===== src/rtl/ssram_seq_pkg.sv =====
package ssram_seq_pkg;

    typedef enum logic [1:0] {
        PH_IDLE = 2'd0,
        PH_LEAD = 2'd1,
        PH_BEAT = 2'd2,
        PH_TAIL = 2'd3
    } phase_e;

    typedef struct packed {
        logic load_n;
        logic doe_n;
        logic dwe_n;
        logic toe_n;
        logic twe_n;
    } strobes_t;

    localparam strobes_t STROBES_NOP = '1;

endpackage


===== src/rtl/ssram_burst_fsm.sv =====
module ssram_burst_fsm
    import ssram_seq_pkg::*;
#(
    parameter int BEATS = 4,
    localparam int BW   = (BEATS > 2) ? $clog2(BEATS) : 1
) (
    input  phase_e        phase_q,
    input  logic          is_wr_q,
    input  logic [BW-1:0] beat_q,
    input  logic          rd_req,
    input  logic          wr_req,
    output phase_e        phase_d,
    output logic          is_wr_d,
    output logic [BW-1:0] beat_d
);
    localparam logic [BW-1:0] LAST_BEAT = BW'(BEATS - 1);

    always_comb begin
        phase_d = phase_q;
        is_wr_d = is_wr_q;
        beat_d  = beat_q;
        unique case (phase_q)
            PH_IDLE: begin
                beat_d = '0;
                if (rd_req) begin
                    phase_d = PH_LEAD;
                    is_wr_d = 1'b0;
                end else if (wr_req) begin
                    phase_d = PH_BEAT;
                    is_wr_d = 1'b1;
                end
            end
            PH_LEAD: begin
                phase_d = PH_BEAT;
                beat_d  = '0;
            end
            PH_BEAT: begin
                if (beat_q == LAST_BEAT) begin
                    phase_d = PH_TAIL;
                end else begin
                    beat_d = beat_q + 1'b1;
                end
            end
            PH_TAIL: begin
                phase_d = PH_IDLE;
                beat_d  = '0;
            end
            default: phase_d = PH_IDLE;
        endcase
    end
endmodule


===== src/rtl/ssram_strobe_map.sv =====
module ssram_strobe_map
    import ssram_seq_pkg::*;
#(
    parameter int BEATS = 4,
    localparam int BW   = (BEATS > 2) ? $clog2(BEATS) : 1
) (
    input  logic [1:0]    ram_type,
    input  phase_e        phase,
    input  logic          is_wr,
    input  logic [BW-1:0] beat,
    output strobes_t      pins,
    output logic          busy,
    output logic          done
);
    logic bursting;
    logic cs_mode;
    logic first_beat;
    logic second_beat;

    assign bursting    = ram_type[0];
    assign cs_mode     = ram_type[1];
    assign first_beat  = (beat == '0);
    assign second_beat = (beat == BW'(1));

    always_comb begin
        pins = STROBES_NOP;
        busy = (phase != PH_IDLE);
        done = (phase == PH_TAIL);
        if (phase == PH_BEAT) begin
            pins.load_n = !(first_beat || !bursting);
            if (is_wr) begin
                pins.dwe_n = 1'b0;
                pins.twe_n = !first_beat;
            end else begin
                pins.doe_n = 1'b0;
                pins.toe_n = !(first_beat || (second_beat && !cs_mode));
            end
        end else if (phase == PH_TAIL && !is_wr && !cs_mode) begin
            pins.doe_n = 1'b0;
        end
    end
endmodule


===== src/rtl/ssram_strobe_seq.sv =====
module ssram_strobe_seq
    import ssram_seq_pkg::*;
#(
    parameter int BEATS = 4
) (
    input  logic       clk_i,
    input  logic       rst_i,
    input  logic [1:0] ram_type_i,
    input  logic       rd_req_i,
    input  logic       wr_req_i,
    output logic       busy_o,
    output logic       done_o,
    output logic       sr_load_n_o,
    output logic       sr_doe_n_o,
    output logic       sr_dwe_n_o,
    output logic       sr_toe_n_o,
    output logic       sr_twe_n_o
);
    localparam int BW = (BEATS > 2) ? $clog2(BEATS) : 1;

    typedef struct packed {
        phase_e        phase;
        logic          is_wr;
        logic [BW-1:0] beat;
        strobes_t      pins;
        logic          busy;
        logic          done;
    } seq_state_t;

    localparam seq_state_t RESET_STATE = '{
        phase: PH_IDLE, is_wr: 1'b0, beat: '0,
        pins: STROBES_NOP, busy: 1'b0, done: 1'b0
    };

    seq_state_t st_d, st_q;
    phase_e        fsm_phase_d;
    logic          fsm_wr_d;
    logic [BW-1:0] fsm_beat_d;
    strobes_t      map_pins_d;
    logic          map_busy_d;
    logic          map_done_d;

    ssram_burst_fsm #(.BEATS(BEATS)) i_fsm (
        .phase_q (st_q.phase),
        .is_wr_q (st_q.is_wr),
        .beat_q  (st_q.beat),
        .rd_req  (rd_req_i),
        .wr_req  (wr_req_i),
        .phase_d (fsm_phase_d),
        .is_wr_d (fsm_wr_d),
        .beat_d  (fsm_beat_d)
    );

    // Pins are decoded from the next state so that the registered levels line up with the state.
    ssram_strobe_map #(.BEATS(BEATS)) i_map (
        .ram_type (ram_type_i),
        .phase    (fsm_phase_d),
        .is_wr    (fsm_wr_d),
        .beat     (fsm_beat_d),
        .pins     (map_pins_d),
        .busy     (map_busy_d),
        .done     (map_done_d)
    );

    always_comb begin
        st_d       = st_q;
        st_d.phase = fsm_phase_d;
        st_d.is_wr = fsm_wr_d;
        st_d.beat  = fsm_beat_d;
        st_d.pins  = map_pins_d;
        st_d.busy  = map_busy_d;
        st_d.done  = map_done_d;
    end

    always_ff @(posedge clk_i) begin
        if (rst_i) st_q <= RESET_STATE;
        else       st_q <= st_d;
    end

    assign busy_o      = st_q.busy;
    assign done_o      = st_q.done;
    assign sr_load_n_o = st_q.pins.load_n;
    assign sr_doe_n_o  = st_q.pins.doe_n;
    assign sr_dwe_n_o  = st_q.pins.dwe_n;
    assign sr_toe_n_o  = st_q.pins.toe_n;
    assign sr_twe_n_o  = st_q.pins.twe_n;

    AST_RESET_NOP: assert property (@(posedge clk_i)
        $past(rst_i) |-> (&st_q.pins && !busy_o && !done_o));

    AST_LOAD_IN_BURST: assert property (@(posedge clk_i) disable iff (rst_i)
        !sr_load_n_o |-> busy_o);

    AST_WE_OE_EXCL: assert property (@(posedge clk_i) disable iff (rst_i)
        (!sr_dwe_n_o || !sr_twe_n_o) |-> (sr_doe_n_o && sr_toe_n_o));

    AST_DONE_PULSE: assert property (@(posedge clk_i) disable iff (rst_i)
        done_o |=> !done_o);

    AST_BUSY_HOLD: assert property (@(posedge clk_i) disable iff (rst_i)
        (busy_o && !done_o) |=> busy_o);

    AST_TURNAROUND: assert property (@(posedge clk_i) disable iff (rst_i)
        (!sr_dwe_n_o && $past(sr_dwe_n_o)) |-> ($past(sr_doe_n_o) && $past(sr_toe_n_o)));

endmodule


===== config.mk =====
export PLATFORM = sky130hd
export DESIGN_NAME = ssram_strobe_seq
export DESIGN_NICKNAME = d
export VERILOG_FILES = /design/src/rtl/ssram_seq_pkg.sv /design/src/rtl/ssram_burst_fsm.sv /design/src/rtl/ssram_strobe_map.sv /design/src/rtl/ssram_strobe_seq.sv
export SDC_FILE = /design/constraint.sdc
export NUM_CORES = 1
export LEC_CHECK = 0
export BUFFER_PORTS_ARGS = -buffer_cell sky130_fd_sc_hd__buf_4
export CELL_PAD_IN_SITES_DETAIL_PLACEMENT = 1
export CELL_PAD_IN_SITES_GLOBAL_PLACEMENT = 1
export CORE_AREA = 2 2 39 41
export DETAILED_ROUTE_END_ITERATION = 10
export DIE_AREA = 0 0 41 43
export PLACE_DENSITY_LB_ADDON = 0.1
export SETUP_SLACK_MARGIN = 0.3
export SLEW_MARGIN = 20
export SYNTH_ARGS = -nofsm -noshare
export SYNTH_HDL_FRONTEND = slang
export SYNTH_SLANG_ARGS = --single-unit

===== constraint.sdc =====
create_clock -name clk_i -period 2.01 [get_ports clk_i]
set_input_delay 0.5025 -clock clk_i [delete_from_list [all_inputs] [get_ports clk_i]]
set_output_delay 0.5025 -clock clk_i [all_outputs]
set_load 0.01 [all_outputs]

==> results.toml <==
[drt]
via_per_inst = 4.803
initialDrtViolationCount = 5
postRouteWirelength_um = 1012
routedWlPerCell_um = 13.32
vias = 365
drtPass1Iterations = 4
antenna_left = 0
drc = 0

[sta]
fmax_mhz = 724.3
period_share_pct = 68.69
timing.final.hold_violations = 0
setup_viol = 0
fin_tns_setup_ps = 0
finClkSkew_ps = 1.556
fin_crit_ps = 1381
drv_slew = 0
postLayoutSetupSlackWorst_ps = 629.4
rsz0062_at_grt = "no"
hold-worst-slack_ps = 454.1
relSlewSlack_pct = 75.37
worstMarginPinSlew_ps = 369.4

[power]
vdd_drop_max_mv = 0.4841
design_power_total_w = 0.0005124
p_leak_nw = 0.2497
p_per_area_nw_per_um2 = 851.5

[logic_synthesis]
syn_nets = 55
yosysWarnings = 0
syn_area_um2 = 469.2
syn_area_per_cell_um2 = 10.43
ys_types = 20
synthCells = 45
seq_area_frac_synth_pct = 51.20
synth_seq_cells = 12

[floorplanning]
fp.dieArea_um2 = 1763
die_y_um = 43
core.rowCount = 14
fp.dieW_um = 41
ioPinCount = 13
coreArea_um2 = 1384
start_util_pct = 33.91

[worst_setup_path]
crit_chain = "inv_1 -> ha_1 -> nor3b_1 -> a21oi_2 -> nand3_1"
cp.required_ps = 2140
startpoint_type = "flip-flop"
worstPathMaxFanout = 8
crit_slowest_cell = "dfxtp_1"
crit_family = "flip-flops"
arrival_ps = 1510
path_class = "flip-flop to flip-flop"
slowest_delay_ps = 310
cp-end-kind = "flip-flop"
path_buf_inv = 1

[grt]
antenna_found_initial = 0
grt_max_degree = 9
grt_pass1_vias = 392
grt_usage_pct = 14.73
grt.overflow.total = 0
grt_pass1_wl_um = 1704

[place]
place_congestion = 0.7060
numPortBuffers = 12
hpwl_um = 795
pre_cts_slack_ps = 602.7

[finish]
diodes = 0
fill_cells = 161
layout_common_cells = "dfxtp_1 (12), buf_4 (12), nor2_1 (5)"
drive_gt1_share_pct = 33.33
fin_nets = 72
syn2layout_area_growth_pct = 28.27

[clock_network]
ctsHoldBuffers = 0
cts-resized-gates = 0
cts_tree = "done"
cts_buffers = 3
clk_latency_ps = 260
clk_pin_slew_ps = 70
cts_max_level = 1
cts_root_buffer = "clkbuf_4"
clk_path_buf_depth = 2
cts_sinks = 12
post_cts_buffers = 0

[outcome]
outcome = "completed"

[min_path]
hp-class = "input port to flip-flop"

[job]
drv_cap = 0
routing by layer:
metal  part of all wire (%)  track usage (%)  vias to the layer above
met2                     52            23.44                        9
met1                     41            16.34                      170
li1                       -                -                      184
met3                    5.6            3.141                        2
met4                    1.4            10.00                        0
met5                      0                0                        -
worst min-delay path, stage by stage:
cell and delay (ps):
buf_4 80, nand2_1 40, nand3_1 70
final cells by class:
type / instances / area, µm² / area share [%]
timing repair buffer: 12 / 90.09 / 14.97
inverter: 4 / 15.01 / 2.495
tap: 16 / 20.02 / 3.326
multi-input combinational: 29 / 214.0 / 35.55
clock buffer: 3 / 22.52 / 3.742
sequential: 12 / 240.2 / 39.92
report_power, final:
part | switching, W | internal, W | total [W] | leakage (nW)
combinational | 0.0000590 | 0.0000480 | 0.000107 | 0.138
sequential | 0.00000795 | 0.000256 | 0.000264 | 0.0983
clock | 0.0000727 | 0.0000692 | 0.000142 | 0.0138
worst paths after layout:
| check | from | to | slack, ps | depth (start not counted) |
|---|---|---|---|---|
| worst max-delay path | st_q[10]$_SDFF_PP0_ | sr_twe_n_o$_SDFF_PP1_ | 630 | 5 |
| worst min-delay path | ram_type_i[0] | sr_load_n_o$_SDFF_PP1_ | 450 | 3 |
| worst min register to register | st_q[7]$_SDFF_PP0_ | st_q[7]$_SDFF_PP0_ | 500 | 1 |
| worst max register to register | st_q[10]$_SDFF_PP0_ | sr_twe_n_o$_SDFF_PP1_ | 630 | 5 |
registers in the layout, summed over array words and instances, names as in the netlist:
name / count
sr_twe_n_o: 1
sr_dwe_n_o: 1
sr_load_n_o: 1
sr_toe_n_o: 1
st_q: 5
busy_o: 1
done_o: 1
sr_doe_n_o: 1
Yosys cell counts (all sizes together):
library cell  number  area (µm²)
nand2b             1       6.260
ha                 4       50.05
dfxtp             12       240.2
mux2i              1       13.76
nor3b              1       7.510
nor2               6       30.03
nand3              2       10.01
nor3               1       5.000
inv                4       15.01
nand2              1       3.750
o21ba              1       10.01
a21oi              5       28.78
o21bai             1       7.510
a21o               1       7.510
nand3b             1       7.510
o31ai              1       7.510
nand4              1       6.260
o211ai             1       12.51
stage by stage:
stage,area [µm²],util [%],cells
after global placement,579.3,41.86,73
after global routing,601.8,43.49,76
after CTS,601.8,43.49,76
after floorplan,469.2,-,45
after detailed placement,579.3,41.86,73
final,601.8,43.49,76
cell families (layout without fill, tap and decap cells):
family	count (synthesis)	after routing	share of synthesized area [%]
simple gates	14	14	16.27
fa+ha+maj	4	4	10.67
compound gates	10	10	15.74
flops	12	12	51.20
buf+inv	4	19	3.199
mux	1	1	2.933
No activity file was read; power rests on OpenSTA's default activity.
